[config.mk]
export PLATFORM = sky130hd
export DESIGN_NAME = serial_cmd_regs
export DESIGN_NICKNAME = d
export VERILOG_FILES = /design/src/rtl/scr_pkg.sv /design/src/rtl/scr_ctrl.sv /design/src/rtl/scr_regs.sv /design/src/rtl/serial_cmd_regs.sv
export SDC_FILE = /design/constraint.sdc
export NUM_CORES = 1
export LEC_CHECK = 0
export BUFFER_PORTS_ARGS = -buffer_cell sky130_fd_sc_hd__buf_4
export CAP_MARGIN = 20
export CORE_ASPECT_RATIO = 0.5
export CORE_MARGIN = 1.5
export CORE_UTILIZATION = 50
export CTS_CLUSTER_SIZE = 40
export DETAILED_ROUTE_END_ITERATION = 8
export PLACE_DENSITY = 0.95
export SETUP_SLACK_MARGIN = 0.2
export SLEW_MARGIN = 20
export SYNTH_ARGS = -nofsm -noshare
export SYNTH_HDL_FRONTEND = slang
export SYNTH_SLANG_ARGS = --single-unit
[constraint.sdc]
create_clock -name clk -period 2.7 [get_ports clk]
set_input_delay 0.135 -clock clk [delete_from_list [all_inputs] [get_ports clk]]
set_output_delay 0.135 -clock clk [all_outputs]
set_load 0.005 [all_outputs]
[src/rtl/scr_pkg.sv]
package scr_pkg;
  // command word bit positions
  localparam int unsigned CMD_START    = 0;
  localparam int unsigned CMD_CHAN_LSB = 1;
  localparam int unsigned CMD_MASK_RD  = 3;
  localparam int unsigned CMD_MASK_TC  = 4;
  localparam int unsigned CMD_RDST_INT = 5;
  localparam int unsigned CMD_TC_INT   = 6;
  localparam int unsigned CMD_COM_ERR  = 7;
  localparam int unsigned CMD_IN_LSB   = 16;
  localparam int unsigned CMD_OUT_LSB  = 24;
  // status word: one byte per channel
  localparam int unsigned ST_STRIDE = 8;
  localparam int unsigned ST_ERR_N  = 4;
  localparam int unsigned ST_RDST   = 4;
  localparam int unsigned ST_WRST   = 5;

  typedef struct packed {
    logic issue;
    logic done;
  } ctrlStrobes_t;
endpackage

[src/rtl/scr_ctrl.sv]
module scr_ctrl
  import scr_pkg::*;
#(
  parameter int NUM_CH = 4,
  localparam int CH_W = $clog2(NUM_CH)
) (
  input  logic              clk,
  input  logic              rst,
  input  logic              startReq,
  input  logic [CH_W-1:0]   chanSel,
  input  logic [NUM_CH-1:0] chanBusy,
  input  logic              xferDone,
  output logic              pending,
  output logic              xferStart,
  output ctrlStrobes_t      strb
);
  typedef enum logic [1:0] {S_IDLE, S_WAIT, S_RUN} state_t;
  state_t state, stateNext;

  always_comb begin
    strb.issue = (state == S_WAIT) && !chanBusy[chanSel];
    strb.done  = (state == S_RUN) && xferDone;
    stateNext  = state;
    case (state)
      S_IDLE:  if (startReq) stateNext = S_WAIT;
      S_WAIT:  if (strb.issue) stateNext = S_RUN;
      S_RUN:   if (xferDone) stateNext = S_IDLE;
      default: stateNext = S_IDLE;
    endcase
  end

  always_ff @(posedge clk) begin
    if (rst) state <= S_IDLE;
    else     state <= stateNext;
  end

  assign pending   = (state != S_IDLE);
  assign xferStart = strb.issue;

  // each queued command issues a single pulse
  a_r3_single_pulse: assert property (@(posedge clk) disable iff (rst)
    xferStart |=> !xferStart);
  // pending holds until completion is reported
  a_r4_hold_pending: assert property (@(posedge clk) disable iff (rst)
    (pending && !xferDone) |=> pending);
endmodule

[src/rtl/scr_regs.sv]
module scr_regs
  import scr_pkg::*;
#(
  parameter int NUM_CH = 4,
  parameter int LEN_W  = 7,
  parameter int DATA_W = 32,
  localparam int CH_W  = $clog2(NUM_CH),
  localparam int CNT_W = LEN_W + 1
) (
  input  logic              clk,
  input  logic              rst,
  input  logic              busWrite,
  input  logic              busAddr,
  input  logic [DATA_W-1:0] busWdata,
  output logic [DATA_W-1:0] busRdata,
  input  logic              pending,
  input  ctrlStrobes_t      strb,
  output logic              startReq,
  output logic [CH_W-1:0]   chanSel,
  output logic [CNT_W-1:0]  inLenBytes,
  output logic [CNT_W-1:0]  outLenBytes,
  input  logic [CNT_W-1:0]  rxCount,
  input  logic              noResponse,
  input  logic              collision,
  input  logic [NUM_CH-1:0] inBufCaptured,
  input  logic [NUM_CH-1:0] inBufRead,
  input  logic [NUM_CH-1:0] outBufWritten,
  input  logic [NUM_CH-1:0] outBufCopied,
  input  logic [NUM_CH-1:0] pollEnable,
  input  logic              vblank,
  output logic [NUM_CH-1:0] pollResume,
  output logic              irq
);
  localparam int ERR_BITS = NUM_CH * ST_ERR_N;

  logic             cmdWr, stWr;
  logic [LEN_W-1:0] inLenQ, outLenQ;
  logic             maskRd, maskTc, tcInt, rdstInt, comErr;
  logic [ERR_BITS-1:0] errQ, errClr;
  logic [NUM_CH-1:0] rdStQ, wrStQ, armedQ;

  assign cmdWr    = busWrite && !busAddr;
  assign stWr     = busWrite && busAddr;
  assign startReq = cmdWr && busWdata[CMD_START] && !pending;

  // zero encodes the largest count
  assign inLenBytes  = (inLenQ  == '0) ? CNT_W'(1 << LEN_W) : CNT_W'(inLenQ);
  assign outLenBytes = (outLenQ == '0) ? CNT_W'(1 << LEN_W) : CNT_W'(outLenQ);

  always_ff @(posedge clk) begin
    if (rst) begin
      chanSel <= '0;
      inLenQ  <= '0;
      outLenQ <= '0;
      maskRd  <= 1'b0;
      maskTc  <= 1'b0;
      tcInt   <= 1'b0;
    end else begin
      if (cmdWr && !pending) begin
        chanSel <= busWdata[CMD_CHAN_LSB +: CH_W];
        inLenQ  <= busWdata[CMD_IN_LSB +: LEN_W];
        outLenQ <= busWdata[CMD_OUT_LSB +: LEN_W];
      end
      if (cmdWr) begin
        maskRd <= busWdata[CMD_MASK_RD];
        maskTc <= busWdata[CMD_MASK_TC];
      end
      tcInt <= (tcInt & ~(cmdWr & busWdata[CMD_TC_INT])) | strb.done;
    end
  end

  for (genvar c = 0; c < NUM_CH; c++) begin : g_chan
    logic isSel;
    logic [ST_ERR_N-1:0] errSet;
    assign isSel = (chanSel == CH_W'(c));
    assign errSet[0] = isSel && noResponse;
    assign errSet[1] = isSel && collision;
    assign errSet[2] = isSel && strb.done && !noResponse && (rxCount > inLenBytes);
    assign errSet[3] = isSel && strb.done && !noResponse && (rxCount < inLenBytes);
    assign errClr[c*ST_ERR_N +: ST_ERR_N] =
      {ST_ERR_N{stWr}} & busWdata[c*ST_STRIDE +: ST_ERR_N];

    always_ff @(posedge clk) begin
      if (rst) begin
        errQ[c*ST_ERR_N +: ST_ERR_N] <= '0;
        rdStQ[c]  <= 1'b0;
        wrStQ[c]  <= 1'b0;
        armedQ[c] <= 1'b0;
        pollResume[c] <= 1'b0;
      end else begin
        errQ[c*ST_ERR_N +: ST_ERR_N] <=
          (errQ[c*ST_ERR_N +: ST_ERR_N] & ~errClr[c*ST_ERR_N +: ST_ERR_N]) | errSet;
        rdStQ[c]  <= (rdStQ[c] & ~inBufRead[c]) | inBufCaptured[c];
        wrStQ[c]  <= (wrStQ[c] & ~outBufCopied[c]) | outBufWritten[c];
        armedQ[c] <= (armedQ[c] & ~vblank) | (isSel && strb.done);
        pollResume[c] <= vblank && armedQ[c] && pollEnable[c];
      end
    end
  end

  assign rdstInt = |rdStQ;
  assign comErr  = |errQ;
  assign irq     = (rdstInt && maskRd) || (tcInt && maskTc);

  always_comb begin
    busRdata = '0;
    if (!busAddr) begin
      busRdata[CMD_START]                 = pending;
      busRdata[CMD_CHAN_LSB +: CH_W]      = chanSel;
      busRdata[CMD_MASK_RD]               = maskRd;
      busRdata[CMD_MASK_TC]               = maskTc;
      busRdata[CMD_RDST_INT]              = rdstInt;
      busRdata[CMD_TC_INT]                = tcInt;
      busRdata[CMD_COM_ERR]               = comErr;
      busRdata[CMD_IN_LSB +: LEN_W]       = inLenQ;
      busRdata[CMD_OUT_LSB +: LEN_W]      = outLenQ;
    end else begin
      for (int c = 0; c < NUM_CH; c++) begin
        busRdata[c*ST_STRIDE +: ST_ERR_N] = errQ[c*ST_ERR_N +: ST_ERR_N];
        busRdata[c*ST_STRIDE + ST_RDST]   = rdStQ[c];
        busRdata[c*ST_STRIDE + ST_WRST]   = wrStQ[c];
      end
    end
  end

  // command fields frozen while a command is outstanding
  a_r2_cfg_stable: assert property (@(posedge clk) disable iff (rst)
    pending |=> ($stable(chanSel) && $stable(inLenQ) && $stable(outLenQ)));
  // a set flag survives unless its clear bit was written
  a_r6_sticky: assert property (@(posedge clk) disable iff (rst)
    1'b1 |=> ((($past(errQ) & ~$past(errClr)) & ~errQ) == '0));
  // resume only on channels whose poll enable was set
  a_r12_resume_enabled: assert property (@(posedge clk) disable iff (rst)
    ((pollResume & ~$past(pollEnable)) == '0));
  // with both masks clear the line stays low
  a_r11_masked_quiet: assert property (@(posedge clk) disable iff (rst)
    (!maskRd && !maskTc) |-> !irq);
endmodule

[src/rtl/serial_cmd_regs.sv]
module serial_cmd_regs
  import scr_pkg::*;
#(
  parameter int NUM_CH = 4,
  parameter int LEN_W  = 7,
  parameter int DATA_W = 32,
  localparam int CH_W  = $clog2(NUM_CH),
  localparam int CNT_W = LEN_W + 1
) (
  input  logic              clk,
  input  logic              rst,
  input  logic              busWrite,
  input  logic              busAddr,
  input  logic [DATA_W-1:0] busWdata,
  output logic [DATA_W-1:0] busRdata,
  output logic              xferStart,
  output logic [CH_W-1:0]   xferChannel,
  output logic [CNT_W-1:0]  xferInLen,
  output logic [CNT_W-1:0]  xferOutLen,
  input  logic [NUM_CH-1:0] chanBusy,
  input  logic              xferDone,
  input  logic [CNT_W-1:0]  rxCount,
  input  logic              noResponse,
  input  logic              collision,
  input  logic [NUM_CH-1:0] inBufCaptured,
  input  logic [NUM_CH-1:0] inBufRead,
  input  logic [NUM_CH-1:0] outBufWritten,
  input  logic [NUM_CH-1:0] outBufCopied,
  input  logic [NUM_CH-1:0] pollEnable,
  input  logic              vblank,
  output logic [NUM_CH-1:0] pollResume,
  output logic              irq
);
  ctrlStrobes_t strb;
  logic pending, startReq;

  scr_ctrl #(.NUM_CH(NUM_CH)) u_ctrl (
    .clk(clk), .rst(rst), .startReq(startReq), .chanSel(xferChannel),
    .chanBusy(chanBusy), .xferDone(xferDone), .pending(pending),
    .xferStart(xferStart), .strb(strb)
  );

  scr_regs #(.NUM_CH(NUM_CH), .LEN_W(LEN_W), .DATA_W(DATA_W)) u_regs (
    .clk(clk), .rst(rst), .busWrite(busWrite), .busAddr(busAddr),
    .busWdata(busWdata), .busRdata(busRdata), .pending(pending), .strb(strb),
    .startReq(startReq), .chanSel(xferChannel), .inLenBytes(xferInLen),
    .outLenBytes(xferOutLen), .rxCount(rxCount), .noResponse(noResponse),
    .collision(collision), .inBufCaptured(inBufCaptured), .inBufRead(inBufRead),
    .outBufWritten(outBufWritten), .outBufCopied(outBufCopied),
    .pollEnable(pollEnable), .vblank(vblank), .pollResume(pollResume), .irq(irq)
  );
endmodule

==> impl_metrics.toml <==
[drt]
detail_route.drc_violations = 0
dr.max_layer_used = "met4"
m1WireLength_um = 3116
dr_total_vias = 2603
vias_per_cell = 5.312
drt_wl_total_um = 7142
drtIter0Drc = 199
routed_wire_length_per_instance_um = 14.58
detail_route.first_pass.iterations = 5
route.met3.wl_um = 470
met2_wirelength_um = 3438
route.antenna.remaining_nets = 0

[finish]
design.final.nets = 499
final_util_pct = 69.64
layout.cells.most_common_list = "115 x sky130_fd_sc_hd__buf_4, 63 x sky130_fd_sc_hd__nand2_1, 53 x sky130_fd_sc_hd__dfxtp_1, 31 x sky130_fd_sc_hd__nor2_1, 30 x sky130_fd_sc_hd__a21oi_1"
drive_above_1_share_pct = 32.86
areaGrowthSynthToFinish_pct = 32.65
finalNonFillerCells = 490
n_fill_cell = 404
antenna_diode_count = 0
layout.cells.most_common = "sky130_fd_sc_hd__buf_4"

[yosys]
synth_top_family_by_area = "simple AND/OR/NAND/NOR gates"
synth_compound_area_share_pct = 14.92
asyncSetResetFlopFracSynth_pct = 0
synth.yosys.warnings = 0
synthTopCellsByArea = "sky130_fd_sc_hd__dfxtp_1 40%, sky130_fd_sc_hd__nand2_1 9.0%, sky130_fd_sc_hd__a21oi_1 5.7%"
synth_top_flop_cell = "sky130_fd_sc_hd__dfxtp_1"
yosys-mux-area-fraction_pct = 6.768
syn_inst = 331
post_synthesis_share_of_cell_area_spent_on_full_adders_half_adders_and_majority_gates_pct = 3.813
synth_enable_flop_cells = 0
ys_seq_elements = 53
netlist-cell-type-count = 41
postSynthAreaPerCell_um2 = 7.931
synth_xor_xnor_area_share_pct = 0
syn-cell-area_mm2 = 0.002625
synthDominantAreaCellType = "sky130_fd_sc_hd__dfxtp_1"
area_fraction_of_the_dominant_cell_type_after_synthesis_pct = 40.42
simple_gate_fraction_of_synth_area_pct = 24.02
part_of_the_yosys_area_used_for_sequential_elements_pct = 40.42

[pwr]
design_power_total_mw = 1.570
clock_power_share_pct = 27.5
seq_power_share_pct = 53.3
cellPowerDensity_mw_per_mm2 = 450.8
power.share.switching_pct = 26.33
irDropWorstVdd_uv = 225.1
internal-power_mw = 1.156
switching_power_of_the_nets_mw = 0.4133
p_comb_share_pct = 19.2
p_leak_nw = 1.586

[global_routing]
global_route.overflow_total = 0
number_of_global_route_vias_before_repair = 2446
grt_antenna_before_repair = 0
grt_max_degree = 55
grt_pass1_wl_um = 11020
globalRouteTotalUtil_pct = 24.95

[die]
initial_util_pct = 52.50
die_width_um = 105.5
num_io_pins = 128
die_area_mm2 = 0.005720
die_height_um = 54.24
site_row_count = 18
core_area_mm2 = 0.005000

[sta]
skew_ns = 0.007349
worstMarginPinSlew_ns = 0.6534
timing.final.hold_violations = 0
final_max_slew_viol_count = 0
finalHoldWorstSlack_ns = 0.03083
layout_min_cycle_time_ns = 2.045
worst_slew_margin_pct = 56.44
max_clock_freq_mhz = 489.1
finalCritPeriodShare_pct = 75.73
totalNegativeSetupSlack_ns = 0
count_of_endpoints_failing_setup_in_the_final_report = 0
unrepaired_setup_endpoints_after_global_routing = "false"

[setup_path]
crit_path_top_delay_cell = "sky130_fd_sc_hd__ha_1"
path_class = "flip-flop to flip-flop"
cp.required_ns = 2.93
critPathMaxStageDelay_ns = 0.35
number_of_cell_instances_on_the_worst_register_to_register_path = 8
reg2reg_to = "u_regs.errQ[15]"
rr_startpoint = "u_regs.inLenQ[3]"
timing.critical_path.max_delay_family = "simple AND/OR/NAND/NOR gates"
worst-path-buf-inv = 0
worst-path-stages = 8
r2r_setup_slack_ns = 0.66
timing.critical_path.to = "u_regs.errQ[15]"
cp-startpoint = "u_regs.inLenQ[3]"
worst_ep_arrival_time_ns = 2.28
type_of_destination_of_the_critical_path = "flip-flop"
critical_path_fanouts_max = 4
crit_chain = "nor4_1 -> nand2_1 -> ha_1 -> a41oi_1 -> o21ai_0 -> and2b_4 -> nand4_1 -> a21oi_1"
critPathLaunchType = "flip-flop"

[clock_network]
cts_buffers = 5
postCtsSetupBuffers = 0
cts.repair.resized = 0
cts_hold_repair.buffers = 0
tritoncts_clock_tree = "yes"
clk_path_buf_depth = 2
clkSinkCount = 53
path_clk_slew_ns = 0.09
clock_tree.root_cell = "sky130_fd_sc_hd__clkbuf_8"
worst_skew_pair.late_latency_ns = 0.30
ctsHtreeMaxLevel = 2

[placed_design]
dp_cells = 482
gp_congestion = 0.8928
dpl.hpwl_um = 5333
port-buffer-count = 115

[worst_hold_path]
worstHoldPathType = "input port to flip-flop"

[job]
max-cap-violations = 0

[outcome]
run_status = "finished clean"
[through the flow]
stage	setup slack (ns)	cell area, um2
after floorplan	0.9244	2636
after global placement	0.7865	3398
after detailed placement	0.6921	3398
after CTS	0.6676	3482
after global routing	0.4132	3482
final	0.6553	3482
[power groups by stage]
stage               Clock [mW]  Combinational (mW)  Sequential (mW)
floorplan                    0               0.161            0.842
global placement             0               0.289            0.853
detailed placement           0               0.299            0.854
CTS                      0.438               0.301            0.836
global route             0.482               0.331            0.841
finish                   0.432               0.301            0.837
[flip-flops by register name (all words and copies together) (netlist names)]
signal	count
u_regs.tcInt	1
u_regs.chanSel	2
u_regs.pollResume	4
u_regs.maskTc	1
u_regs.wrStQ	4
u_regs.maskRd	1
u_regs.outLenQ	7
u_ctrl.state	2
u_regs.inLenQ	7
u_regs.armedQ	4
u_regs.errQ	16
u_regs.rdStQ	4
[cell families (layout without fill, tap and decap cells)]
logic type	after synthesis	count (layout)
other	1	4
flip-flops	53	53
multiplexers	15	15
AND/OR/NAND/NOR	135	135
adder cells (fa/ha/maj)	8	8
buffers and inverters	56	142
AO/OA/AOI/OAI	63	63
[worst register-to-register path, delay by kind of cell, from the launching register on]
kind / cells / cell delay, ns
flops: 1 / 0.34
simple gates: 4 / 0.80
fa+ha+maj: 1 / 0.35
compound gates: 3 / 0.48
[cell usage after synthesis (2+ instances only)]
master / instances
sky130_fd_sc_hd__mux2_2: 12
sky130_fd_sc_hd__inv_1: 19
sky130_fd_sc_hd__nor4_1: 6
sky130_fd_sc_hd__nand2b_1: 2
sky130_fd_sc_hd__mux2i_1: 2
sky130_fd_sc_hd__o22ai_1: 4
sky130_fd_sc_hd__nor2_1: 31
sky130_fd_sc_hd__a32oi_1: 6
sky130_fd_sc_hd__ha_1: 8
sky130_fd_sc_hd__a22oi_1: 9
sky130_fd_sc_hd__buf_2: 6
sky130_fd_sc_hd__clkbuf_1: 20
sky130_fd_sc_hd__and2_1: 8
sky130_fd_sc_hd__a21oi_1: 30
sky130_fd_sc_hd__o211ai_1: 2
sky130_fd_sc_hd__dfxtp_1: 53
sky130_fd_sc_hd__a41oi_1: 2
sky130_fd_sc_hd__and3_1: 4
sky130_fd_sc_hd__nor3_1: 3
sky130_fd_sc_hd__or4_1: 2
sky130_fd_sc_hd__nand2_1: 63
sky130_fd_sc_hd__nor2b_1: 6
sky130_fd_sc_hd__nand4_1: 3
sky130_fd_sc_hd__o21ai_0: 6
sky130_fd_sc_hd__buf_4: 7
sky130_fd_sc_hd__buf_6: 2
[routing by layer]
metal,vias up,global-route usage (%)
li1,1278,-
met1,1206,30.65
met2,102,45.64
met3,17,4.762
met4,0,8.904
met5,-,0
[area by class of cell]
cell class | instances | area (um2) | area share (%)
clock inverter | 1 | 7.507 | 0.2156
tap | 70 | 87.58 | 2.515
sequential | 53 | 1061 | 30.47
clock buffer | 7 | 76.32 | 2.192
timing repair buffer | 115 | 863.3 | 24.79
inverter | 19 | 71.32 | 2.048
multi-input combinational | 225 | 1315 | 37.76
[worst min-delay path by stage]
stage / from / to / slack [ns] / cells after the start
4_1_cts: inBufCaptured[3] / u_regs.rdStQ[3] / 0.03 / 3
6_report: inBufCaptured[3] / u_regs.rdStQ[3] / 0.03 / 3
2_1_floorplan: inBufCaptured[0] / u_regs.rdStQ[0] / 0.25 / 2
3_3_place_gp: inBufCaptured[3] / u_regs.rdStQ[3] / 0.34 / 3
3_5_place_dp: inBufCaptured[3] / u_regs.rdStQ[3] / 0.35 / 3
5_1_grt: inBufCaptured[3] / u_regs.rdStQ[3] / 0.02 / 3
Note: power is estimated with default switching activity, not from simulation.
